===== src/rtl/msi_seq_pkg.sv =====
// Package: shared constants and the sequencer state type.
// Assumes at most 32 vectors, since the MSI number field is 5 bits wide.
package msi_seq_pkg;
    localparam int unsigned MSI_NUM_W = 5;

    typedef enum logic [1:0] {
        SEQ_IDLE  = 2'd0,
        SEQ_ISSUE = 2'd1,
        SEQ_WAIT  = 2'd2,
        SEQ_DONE  = 2'd3
    } seq_state_e;
endpackage


===== src/rtl/msi_pend_track.sv =====
// Module: pending-vector register.
// Each bit is set by an event pulse and cleared when the request for that
// vector is acknowledged. If a set and a clear hit the same bit in the same
// cycle, the set wins, so no event is lost. pend_nxt_o is the value the
// register takes at the next edge; the sequencer decides from it.
module msi_pend_track
    import msi_seq_pkg::*;
#(
    parameter int unsigned NUM_VEC = 32
) (
    input  logic                 clk,
    input  logic                 rst_n,
    input  logic [NUM_VEC-1:0]   set_i,
    input  logic                 clr_en_i,
    input  logic [MSI_NUM_W-1:0] clr_idx_i,
    output logic [NUM_VEC-1:0]   pend_nxt_o
);
    logic [NUM_VEC-1:0] pend_q;
    logic [NUM_VEC-1:0] clr_mask;

    // One clear-decode bit per vector.
    for (genvar g = 0; g < NUM_VEC; g++) begin : g_clr
        assign clr_mask[g] = clr_en_i && (clr_idx_i == MSI_NUM_W'(g));
    end

    // Merge the held bits, the clear and the new events.
    always_comb begin
        pend_nxt_o = (pend_q & ~clr_mask) | set_i;
    end

    // Hold the pending bitmap.
    always_ff @(posedge clk) begin
        if (!rst_n) pend_q <= '0;
        else        pend_q <= pend_nxt_o;
    end
endmodule


===== src/rtl/msi_lowest_pick.sv =====
// Module: lowest-index selector.
// Reports whether any bit is set and gives the index of the lowest set bit.
// Purely combinational.
module msi_lowest_pick
    import msi_seq_pkg::*;
#(
    parameter int unsigned NUM_VEC = 32
) (
    input  logic [NUM_VEC-1:0]   vec_i,
    output logic                 any_o,
    output logic [MSI_NUM_W-1:0] idx_o
);
    // Scan from the top down so that the lowest set bit is written last.
    always_comb begin
        any_o = |vec_i;
        idx_o = '0;
        for (int i = NUM_VEC - 1; i >= 0; i--) begin
            if (vec_i[i]) idx_o = MSI_NUM_W'(i);
        end
    end
endmodule


===== src/rtl/msi_ack_wdog.sv =====
// Module: acknowledge timeout counter.
// Counts the cycles in which run_i is high and saturates at LIMIT.
// expired_o is high once LIMIT cycles have been counted, for as long as
// run_i stays high. The counter clears whenever run_i is low.
module msi_ack_wdog #(
    parameter int unsigned LIMIT = 16
) (
    input  logic clk,
    input  logic rst_n,
    input  logic run_i,
    output logic expired_o
);
    localparam int unsigned CNT_W = $clog2(LIMIT + 1);
    localparam logic [CNT_W-1:0] LIM_C = CNT_W'(LIMIT);

    logic [CNT_W-1:0] cnt_q;

    // Count wait cycles, saturating at the limit.
    always_ff @(posedge clk) begin
        if (!rst_n || !run_i) cnt_q <= '0;
        else if (cnt_q != LIM_C) cnt_q <= cnt_q + 1'b1;
    end

    // Flag while the wait is still running and the limit has been reached.
    always_comb begin
        expired_o = run_i && (cnt_q == LIM_C);
    end
endmodule


===== src/rtl/msi_irq_seq.sv =====
// Module: MSI interrupt request sequencer (top).
// Sends the pending vectors one at a time as single-cycle requests and waits
// for each acknowledge. Status is held high across the whole sequence.
// Assumes ack_i is meaningful only while a request awaits acknowledge, and
// that NUM_VEC <= 32.
module msi_irq_seq
    import msi_seq_pkg::*;
#(
    parameter int unsigned NUM_VEC     = 32,
    parameter int unsigned ACK_TIMEOUT = 16
) (
    input  logic                 clk,
    input  logic                 rst_n,
    input  logic [NUM_VEC-1:0]   pend_i,
    input  logic                 msi_en_i,
    input  logic                 ack_i,
    output logic                 status_o,
    output logic                 req_o,
    output logic [MSI_NUM_W-1:0] vec_o,
    output logic                 timeout_o
);
    seq_state_e           state_q, state_d;
    logic [MSI_NUM_W-1:0] cur_q, cur_d;
    logic [NUM_VEC-1:0]   pend_nxt;
    logic                 pick_any;
    logic [MSI_NUM_W-1:0] pick_idx;
    logic                 ack_hit;

    // An acknowledge counts only while a request is outstanding.
    assign ack_hit = (state_q == SEQ_WAIT) && ack_i;

    msi_pend_track #(.NUM_VEC(NUM_VEC)) u_pend (
        .clk        (clk),
        .rst_n      (rst_n),
        .set_i      (pend_i),
        .clr_en_i   (ack_hit),
        .clr_idx_i  (cur_q),
        .pend_nxt_o (pend_nxt)
    );

    msi_lowest_pick #(.NUM_VEC(NUM_VEC)) u_pick (
        .vec_i (pend_nxt),
        .any_o (pick_any),
        .idx_o (pick_idx)
    );

    msi_ack_wdog #(.LIMIT(ACK_TIMEOUT)) u_wdog (
        .clk       (clk),
        .rst_n     (rst_n),
        .run_i     (state_q == SEQ_WAIT),
        .expired_o (timeout_o)
    );

    // Next state and the vector to send next.
    always_comb begin
        state_d = state_q;
        cur_d   = cur_q;
        unique case (state_q)
            SEQ_IDLE: begin
                if (pick_any) begin
                    state_d = SEQ_ISSUE;
                    cur_d   = pick_idx;
                end
            end
            SEQ_ISSUE: state_d = SEQ_WAIT;
            SEQ_WAIT: begin
                if (ack_hit) begin
                    if (pick_any) begin
                        state_d = SEQ_ISSUE;
                        cur_d   = pick_idx;
                    end else begin
                        state_d = SEQ_DONE;
                    end
                end
            end
            SEQ_DONE: state_d = SEQ_IDLE;
            default:  state_d = SEQ_IDLE;
        endcase
    end

    // State and current-vector registers.
    always_ff @(posedge clk) begin
        if (!rst_n) begin
            state_q <= SEQ_IDLE;
            cur_q   <= '0;
        end else begin
            state_q <= state_d;
            cur_q   <= cur_d;
        end
    end

    // Handshake outputs, decoded from the state.
    always_comb begin
        status_o = (state_q == SEQ_ISSUE) || (state_q == SEQ_WAIT);
        req_o    = (state_q == SEQ_ISSUE);
        vec_o    = (req_o && msi_en_i) ? cur_q : '0;
    end
endmodule


===== config.mk =====
export PLATFORM = sky130hd
export DESIGN_NAME = msi_irq_seq
export DESIGN_NICKNAME = d
export VERILOG_FILES = /design/src/rtl/msi_seq_pkg.sv /design/src/rtl/msi_pend_track.sv /design/src/rtl/msi_lowest_pick.sv /design/src/rtl/msi_ack_wdog.sv /design/src/rtl/msi_irq_seq.sv
export SDC_FILE = /design/constraint.sdc
export NUM_CORES = 1
export LEC_CHECK = 0
export CORE_MARGIN = 3
export CORE_UTILIZATION = 35
export CTS_CLUSTER_DIAMETER = 100
export DETAILED_ROUTE_END_ITERATION = 8
export GPL_ROUTABILITY_DRIVEN = 0
export HOLD_SLACK_MARGIN = 0.02
export PLACE_DENSITY = 0.55
export SLEW_MARGIN = 25
export SYNTH_ARGS = -nofsm -noshare
export SYNTH_HDL_FRONTEND = slang
export SYNTH_SLANG_ARGS = --single-unit

===== constraint.sdc =====
create_clock -name clk -period 2.6 [get_ports clk]
set_input_delay 0.52 -clock clk [delete_from_list [all_inputs] [get_ports clk]]
set_output_delay 0.52 -clock clk [all_outputs]
set_load 0.05 [all_outputs]

== Word-level counts from Yosys, hierarchy flattened ==
Index checks and enable logic that the tools add are counted.
W data, S select, Z words.

* Order comparisons: 0
* Bitwise logic cells: 3
* Eq/ne operators: 38
* Multiplexer cells: 40
* Shifts and indexed selects: 0
* Multiply operators: 0
* Reductions and logical operators: 45
* Add/subtract/negate cells: 1
* Div/mod/pow operators: 0

{| class="wikitable"
|+ Operators with widths
! cell !! number
|-
| $mux W5 || 35
|-
| $eq A5 B5 Y1 const B || 17
|-
| $eq A5 B4 Y1 const B || 8
|-
| $logic_and A1 B1 Y1 || 35
|-
| $and A32 B32 Y32 || 1
|-
| $not A32 Y32 || 1
|-
| $or A32 B32 Y32 || 1
|-
| $reduce_or A32 Y1 || 1
|-
| $eq A5 B3 Y1 const B || 4
|-
| $eq A5 B2 Y1 const B || 2
|-
| $pmux W5 S2 || 1
|-
| $pmux W2 S4 || 1
|-
| $mux W2 || 3
|-
| $add A5 B1 Y5 const B || 1
|-
| $eq A5 B1 Y1 const B || 1
|-
| $logic_not A5 Y1 || 1
|-
| $ne A5 B5 Y1 const B || 1
|-
| $eq A2 B2 Y1 const B || 2
|-
| $ne A2 B2 Y1 const B || 2
|-
| $reduce_and A2 Y1 || 2
|-
| $eq A2 B1 Y1 const B || 1
|-
| $logic_not A1 Y1 || 2
|-
| $logic_not A2 Y1 || 1
|-
| $logic_or A1 B1 Y1 || 2
|-
| $reduce_bool A2 Y1 || 1
|}

* Bits in latches: 0
* Flip-flop bits (word level): 44
* Memory bits (writable): 0
* Bits in read-only memories: 0
* Memories kept: 0
* Bits of input ports: 36
* Output and inout bits: 8
* Logic and storage cells: 131

== Depth between registers and ports, before layout ==
Gate-level depths: netlist of run 1.

* Word-level depth: 41
* Mapped depth: 12
* Depth with buffers taken out: 9

== Modules after synthesis ==
From an unflattened synthesis of run 1, not the netlist that was laid out.

* Cell total of the unflattened synthesis: 355
* Area total of the unflattened synthesis: 2,736.4 um^2

{| class="wikitable"
|+ Modules (own cells, without submodules)
! module !! cells each !! times used !! sequential area each (um^2) !! area each (um^2)
|-
| msi_pend_track || 218 || 1 || 640.6 || 1,685.4
|-
| msi_irq_seq || 48 || 1 || 140.1 || 429.2
|-
| msi_lowest_pick || 65 || 1 || 0.0 || 385.4
|-
| msi_ack_wdog || 24 || 1 || 100.1 || 236.5
|}

== Least setup slack after synthesis of run 1 ==
No wires, ideal clock.

* Path kind: reg-to-reg
* Start point: register state_q[0]
* End point: register cur_q[0]
* Path buffers: 3
* Library setup time: 117 ps
* Stages on the path, launching flop included: 13
* Slack: 114 ps
* Period minus slack after synthesis: 2,486 ps
* Required time: 2,483 ps
* Arrival: 2,369 ps
* Cells stage by stage: dfxtp_1 > inv_1 > ha_1 > buf_6 > and2_4 > buf_8 > buf_8 > a31oi_1 > nor4_4 > nand4_2 > o31ai_4 > nor4_1 > a32o_1

* Word-level cells in the longest chain between the ends: 41
* Elaborated cells between the ends (all ways): 77
* Those cells by class: eq/ne: 2; mux: 35; bitwise: 3; reduce/logical: 37

{| class="wikitable"
|+ Ends and longest elaborated chain
! item !! line !! RTL
|-
| from (decl) || msi_irq_seq.sv:22 || <nowiki>seq_state_e state_q, state_d;</nowiki>
|-
| from (signal assigned) || msi_irq_seq.sv:87 || <nowiki>state_q <= state_d;</nowiki>
|-
| $eq A2 B2 Y1 || msi_irq_seq.sv:30, msi_irq_seq.sv:58 ||
|-
| $logic_and A1 B1 Y1 || msi_irq_seq.sv:30 || <nowiki>assign ack_hit = (state_q == SEQ_WAIT) && ack_i;</nowiki>
|-
| $logic_and A1 B1 Y1 || msi_pend_track.sv:23 || <nowiki>assign clr_mask[g] = clr_en_i && (clr_idx_i == MSI_NUM_W'(g));</nowiki>
|-
| $not A32 Y32 || msi_pend_track.sv:28 || <nowiki>pend_nxt_o = (pend_q & ~clr_mask) | set_i;</nowiki>
|-
| $and A32 B32 Y32 || msi_pend_track.sv:28 ||
|-
| $or A32 B32 Y32 || msi_pend_track.sv:28 ||
|-
| $mux W5 (32 in series) || msi_lowest_pick.sv:18 || <nowiki>if (vec_i[i]) idx_o = MSI_NUM_W'(i);</nowiki>
|-
| $mux W5 || msi_irq_seq.sv:60, msi_irq_seq.sv:68 ||
|-
| $mux W5 || msi_irq_seq.sv:67 || <nowiki>if (ack_hit) begin</nowiki>
|-
| $pmux W5 S2 || msi_irq_seq.sv:58 || <nowiki>unique case (state_q)</nowiki>
|-
| to (signal assigned) || msi_irq_seq.sv:88 || <nowiki>cur_q <= cur_d;</nowiki>
|-
| to (decl) || msi_irq_seq.sv:23 || <nowiki>logic [MSI_NUM_W-1:0] cur_q, cur_d;</nowiki>
|}

Parallel ways exist; a longest one is shown, timed or not. The select of a mux whose other input is x is not followed.
A chain may end at the register's enable or synchronous reset.

== Final worst setup path of run 1 ==
* Start point: register cur_q[1]
* End point: register cur_q[0]

* Word-level cells in the longest chain between the ends: 40
* Elaborated cells between the ends (all ways): 103
* Those cells by class: eq/ne: 31; mux: 35; bitwise: 3; reduce/logical: 34

{| class="wikitable"
|+ Ends and longest elaborated chain
! item !! line
|-
| $eq A5 B5 Y1 || msi_pend_track.sv:23
|-
| $logic_and A1 B1 Y1 || msi_pend_track.sv:23
|-
| $not A32 Y32 (*) || msi_pend_track.sv:28
|-
| $and A32 B32 Y32 (*) || msi_pend_track.sv:28
|-
| $or A32 B32 Y32 (*) || msi_pend_track.sv:28
|-
| $mux W5 (32 in series) || msi_lowest_pick.sv:18
|-
| $mux W5 (*) || msi_irq_seq.sv:60, msi_irq_seq.sv:68
|-
| $mux W5 || msi_irq_seq.sv:67
|-
| $pmux W5 S2 (*) || msi_irq_seq.sv:58
|}

Mark *: on every way between the ends. The rest lies on a longest branch, timed or not. The select of a mux whose other input is x is not followed.

==> run_results.csv, run 1 <==
group,metric,value,unit
die,std_cell_rows,32,
logic_synthesis,synth.ff_latch_count,44,
die,chipWidth,95.93,um
setup_path,cp_cell_sequence,"buf_12 > buf_8 > nor4_4 > a31oi_1 > nor4_1 > buf_4 > nand2_2 > o31ai_4 > nor4_2 > a32o_1",
sta,grt_setup_unrepaired,"yes",
power,power.share.switching,31.78,%
layout,finish.net_count,486,
detailed_routing,route.detailed.wl_per_inst,16.09,um
power,total_power_per_unit_cell_area,432.2,nW/um^2
detailed_routing,drt_pass_1_iters,4,
power,clockPowerShare,26.4,%
die,initial_utilization,36.25,%
placement,post-place-cells,521,
layout,final_cell_area,4249,sq um
logic_synthesis,synth-seq-area-share,31.12,%
setup_path,required,2790,ps
sta,final_min_period_over_clock_period,99.33,%
setup_path,worstPathMaxFanout,9,
outcome,status,"finished, final reports clean",
global_routing,first_global_vias,2788,
placement,detailed_place.area,3805,sq um
clocking,tritoncts_num_sinks,44,
global_routing,maximum_number_of_pins_on_one_net_before_global_route_repair,35,
logic_synthesis,post_synth_inst_count,329,
clocking,cts_buffer_depth,2,
detailed_routing,detailedRoute.firstIterationViolations,114,
setup_path,cp-start-kind,"flip-flop",
setup_path,critPathTopFamily,"simple AND/OR/NAND/NOR gates",
power,p_leak,1.727,nW
sta,setup_violations,0,
layout,final_layout_size_suffix_gt1_share,32.36,%
clocking,clk_root_buffer_cell,"clkbuf_8",
placement,place_hpwl,6122,um
hold_path,timing.hold.worst.class,"flip-flop to flip-flop",
sta,final-max-slew-violation-count,0,
clocking,cts_inserted_buffers,5,
setup_path,timing_worst_setup_path_type,"flip-flop to flip-flop",
setup_path,ff2ff_setup_slack,20,ps
run,maxCapViolations,0,
sta,hold-worst-slack,521.5,ps
detailed_routing,antenna_left,0,
logic_synthesis,yosysWarningCount,0,
sta,hold_viol,0,
logic_synthesis,synth-main-ff-cell,"dfxtp_1",
clocking,ctsHtreeMaxLevel,2,
logic_synthesis,synth_enable_flop_cells,0,
global_routing,gr-total-overflow,0,
setup_path,timing.critical_path.buf_inv,3,
global_routing,grt_antenna_before_repair,0,
global_routing,first_pass_grt_wire_length,13660,um
setup_path,timing.critical_path.depth,10,
detailed_routing,totalWireLength,8801,um
layout,flow.area_growth_from_synthesis,50.13,%
power,netSwitchingPower,0.5838,mW
power,vdd.ir_drop.worst,208.3,uV
clocking,clk-insertion-delay-late,300,ps
sta,clock_skew,4.371,ps
logic_synthesis,synth.distinct_cells,69,
hold_path,timing.hold.worst_path_depth,2,
detailed_routing,detail_route.vias_per_cell,5.283,
setup_path,timing.critical_path.slowest_stage_cell,"nor4_4",
layout,n_antenna_cell,0,
power,pwr-share-comb,32.8,%
sta,max_freq,0.3872,GHz
placement,numPortBuffers,43,
die,ios,44,
power,share_seq_of_total_power,40.9,%
sta,slew_headroom,58.06,%
clocking,tritoncts_clock_tree,"built",
global_routing,gr-usage-all-layers,19.19,%
layout,fin_cells,547,
die,fp.dieArea,9202,sq um
die,placeableCoreArea,7807,sq um
logic_synthesis,mappedNetlistNets,370,
layout,layout.cells.most_common_list,"79 x buf_4, 63 x nor2_1, 40 x dfxtp_1",
logic_synthesis,post_synth_instance_area,2830,sq um
clocking,clkTransAtPathRegs,80,ps
logic_synthesis,async_reset_ff_share,0,%
sta,worstMarginPinSlew,622.5,ps
setup_path,worst_path_largest_cell_delay,380,ps
detailed_routing,detail_route.drc_violations,0,
detailed_routing,detailroute.via_count,2890,
logic_synthesis,syn_area_per_cell,8.602,sq um
clocking,cts.hold.buffers_added,0,
setup_path,worst_r2r_path_depth,10,
setup_path,critPathCaptureType,"flip-flop",
sta,post-route-min-period,2583,ps
power,internal_power,1.253,mW
setup_path,cp_data_arrival_time,2780,ps
layout,most_common_cell_after_layout_fill_and_taps_aside,"buf_4",
die,die-height,95.93,um
[metal layers]
metal	vias up	global-route usage [%]	share of wire (%)	wire, um
met5	-	0	0	0
met4	0	6.991	1.5	130
li1	1423	-	-	-
met3	11	3.127	5.3	464
met2	76	31.56	48	4189
met1	1380	25.24	46	4017
[worst paths after layout]
check / from / end
worst min-delay path: u_wdog.cnt_q[4] / u_wdog.cnt_q[4]
worst min register to register: u_wdog.cnt_q[4] / u_wdog.cnt_q[4]
worst max-delay path: cur_q[1] / cur_q[0]
worst max register to register: cur_q[1] / cur_q[0]
[worst reg2reg max path: cells and delay by family (launching register included)]
kind | cells | cell delay (ps)
simple gates | 4 | 910
compound gates | 3 | 750
buf+inv | 3 | 440
flops | 1 | 370
[Yosys cell counts, drive strengths merged, types with 5 or more instances]
master	number	area, sq um
nor2b	7	43.79
nor4	10	135.1
nand2	8	32.54
nand2b	5	31.28
a41oi	12	120.1
buf	15	148.9
and3	6	38.79
nand3	5	25.02
nor3	9	50.05
ha	5	62.56
and2	30	192.7
dfxtp	44	880.8
a21oi	10	50.05
inv	18	67.56
nor4b	5	83.83
a31oi	16	100.1
nor2	63	236.5
o21ai	6	30.03
[through the flow]
step / setup TNS [ps] / power [mW] / util (%) / setup slack, ps
global route: -327.5 / 1.929 / 54.42 / -91.76
floorplan: 0 / 1.069 / - / 113.8
CTS: -5.264 / 1.788 / 50.59 / -5.264
global placement: -2783 / 1.295 / 48.73 / -449.6
detailed placement: -2931 / 1.298 / 48.73 / -477.8
finish: 0 / 1.837 / 54.42 / 17.45
[state kept, by name (all words and copies together), names as in the netlist]
signal,count
cur_q,5
u_pend.pend_q,32
state_q,2
u_wdog.cnt_q,5
[power groups by stage]
stage                     combinational [mW]  sequential, mW  clock [mW]
after floorplan                        0.318           0.751           0
after global placement                 0.531           0.764           0
after detailed placement               0.534           0.764           0
after CTS                              0.543           0.749       0.496
after global routing                   0.650           0.756       0.523
final                                  0.602           0.750       0.484
[area by class of cell]
class / count / area (sq um)
clock buffer: 7 / 96.34
fill: 742 / 3558
inverter: 18 / 67.56
multi-input combinational: 250 / 1917
sequential: 44 / 888.4
tap: 102 / 127.6
timing repair buffer: 126 / 1152
[repair_timing]
item,in CTS,in global routing
pin swaps,4,14
resized for setup,3,35
setup endpoints to repair,7,7
gates cloned,1,1
buffers inserted,4,13
[cells by family after synthesis]
| family | Yosys count | share of synthesized area [%] |
|---|---|---|
| buf+inv | 37 | 8.178 |
| fa+ha+maj | 5 | 2.210 |
| simple gates | 169 | 37.71 |
| xor+xnor | 4 | 1.238 |
| flops | 44 | 31.12 |
| compound gates | 69 | 19.19 |
| mux | 1 | 0.3537 |
No activity file was read; power rests on OpenSTA's default activity.
==> run 2, diff against run 1 <==
--- a/config.mk
+++ b/config.mk
@@ -5,7 +5,6 @@
 export SDC_FILE = /design/constraint.sdc
 export NUM_CORES = 1
 export LEC_CHECK = 0
-export CORE_MARGIN = 3
 export CORE_UTILIZATION = 35
 export CTS_CLUSTER_DIAMETER = 100
 export DETAILED_ROUTE_END_ITERATION = 8
==> run 2 against run 1 <==
  * Combinational power is 2% higher
  * Fmax is 0.89% higher
  * Utilization is 0.60 points higher
  * Largest power group unchanged
  * Wire length is 0.43% higher
  * First-iteration DRC count is 23% higher
  * Sequential cell count stayed put
  * Total power is 1.7% lower
  * Via count is 0.24% lower
  * Clock-buffer cell count is 1 lower
  * Clock power is 9.9% lower
  * Worst setup slack better by 23 ps
  * Register-to-register slack better by 30 ps
==> run_results.csv, run 2 (synthesized netlist as in run 1, its figures left out) <==
group,metric,value,unit
clocking,tritoncts_clock_tree,"built",
sta,max_freq,0.3907,GHz
detailed_routing,totalWireLength,8839,um
placement,place_hpwl,6273,um
global_routing,first_global_vias,2944,
clocking,tritoncts_num_sinks,44,
global_routing,grt_antenna_before_repair,0,
detailed_routing,detailroute.via_count,2883,
sta,hold-worst-slack,541.0,ps
placement,post-place-ws,-484.9,ps
detailed_routing,antenna_left,0,
layout,n_antenna_cell,0,
layout,fill_cells,760,
detailed_routing,route.detailed.wl_per_inst,16.13,um
power,vdd.ir_drop.worst,233.3,uV
global_routing,first_pass_grt_wire_length,13990,um
layout,largest_reg_flops,32,
outcome,status,"finished, final reports clean",
global_routing,gr-usage-all-layers,21.11,%
detailed_routing,detail_route.drc_violations,0,
detailed_routing,drt_pass_1_iters,5,
sta,slew_headroom,57.65,%
power,p_leak,1.706,nW
die,die-height,91.93,um
clocking,clk_root_buffer_cell,"clkbuf_8",
layout,flow.area_growth_from_synthesis,51.02,%
die,fp.dieArea,8450,sq um
layout,multi_input_comb_area,1942,sq um
clocking,clk-insertion-delay-late,300,ps
global_routing,maximum_number_of_pins_on_one_net_before_global_route_repair,35,
hold_path,timing.hold.worst_path_depth,2,
die,std_cell_rows,32,
die,chipWidth,91.93,um
global_routing,gr-total-overflow,0,
layout,largest-register,"u_pend.pend_q",
layout,layout_top_registers,"u_pend.pend_q (32), cur_q (5), u_wdog.cnt_q (5)",
sta,setup_total_negative_slack,0,ps
sta,grt_setup_unrepaired,"yes",
run,maxCapViolations,0,
die,placeableCoreArea,7767,sq um
layout,most_common_cell_after_layout_fill_and_taps_aside,"buf_4",
placement,post-place-cells,530,
clocking,cts_inserted_buffers,5,
clocking,cts.hold.buffers_added,0,
setup_path,worstPathMaxFanout,7,
setup_path,required,2790,ps
setup_path,worst_r2r_path_depth,11,
clocking,cts_buffer_depth,2,
setup_path,cp_data_arrival_time,2750,ps
sta,worstMarginPinSlew,628.7,ps
layout,regArea,894.6,sq um
power,total_power_per_unit_cell_area,422.3,nW/um^2
layout,finish.net_count,487,
sta,post-route-min-period,2560,ps
sta,final-max-slew-violation-count,0,
placement,detailed_place.area,3847,sq um
setup_path,critPathCaptureType,"flip-flop",
power,overall_power_after_layout,1.805,mW
clocking,clkTransAtPathRegs,80,ps
layout,layout.cells.most_common_list,"79 x buf_4, 63 x nor2_1, 37 x dfxtp_1",
sta,final_min_period_over_clock_period,98.45,%
sta,setup_violations,0,
detailed_routing,detailedRoute.firstIterationViolations,140,
detailed_routing,detail_route.vias_per_cell,5.261,
placement,numPortBuffers,43,
sta,hold_viol,0,
sta,clock_skew,10.10,ps
sta,setup_ws,40.35,ps
die,ios,44,
die,initial_utilization,36.44,%
layout,fin_cells,548,
layout,final_cell_area,4274,sq um
layout,final_layout_size_suffix_gt1_share,33.86,%
setup_path,timing_worst_setup_path_type,"input port to flip-flop",
hold_path,timing.hold.worst.class,"flip-flop to flip-flop",
setup_path,cp-start-kind,"input port",
layout,finish.utilization,55.03,%
clocking,ctsHtreeMaxLevel,2,
-- run 2: cell types whose count changed in the layout (fill, tap and decap cells not counted), sizes merged --
cell | previous run | this run
and2 | 32 | 31
dlymetal6s2s | 1 | 0
clkinv | 0 | 1
buf | 89 | 91
clkbuf | 7 | 6
clkdlybuf4s50 | 35 | 36
-- run 2: area by class of cell --
type | count | area share, %
Clock inverter | 1 | 0.1171
Clock buffer | 6 | 1.698
Multi-Input combinational cell | 249 | 45.43
Inverter | 18 | 1.581
Timing Repair Buffer | 128 | 27.25
Tap cell | 102 | 2.986
Sequential cell | 44 | 20.93
-- run 2: per-layer routing --
layer	wire [um]	share of wire, %	vias up	track usage, %
li1	-	-	1429	-
met1	4167	47	1369	26.41
met2	4103	46	69	35.76
met3	368	4.2	16	4.063
met4	199	2.3	0	7.943
met5	0	0	-	0
-- run 2: worst max-delay path: stages --
cell and delay, ps:
clkdlybuf4s50_1 440, nand4b_1 180, o32a_1 370, nor4b_4 330, nand4_2 200, o31ai_4 400, nor4_2 90, a32o_1 220
-- run 2: path summary, 6_finish.rpt --
kind	start	endpoint	slack [ps]
worst min-delay path	u_wdog.cnt_q[4]	u_wdog.cnt_q[4]	540
worst max-delay path	pend_i[30]	cur_q[0]	40
worst min register to register	u_wdog.cnt_q[4]	u_wdog.cnt_q[4]	540
worst max register to register	state_q[0]	cur_q[0]	50
-- run 2: where the power goes --
group	switching (mW)	total (mW)	internal (mW)	leakage (nW)
registers	0.0311	0.754	0.723	0.370
logic	0.316	0.616	0.300	1.30
clock network	0.252	0.436	0.184	0.0410
-- run 2: timing repair --
action,in CTS,in global routing
pin swaps,7,15
gates cloned,1,0
endpoints found under the setup margin,6,6
setup buffers,4,6
resized for setup,9,43
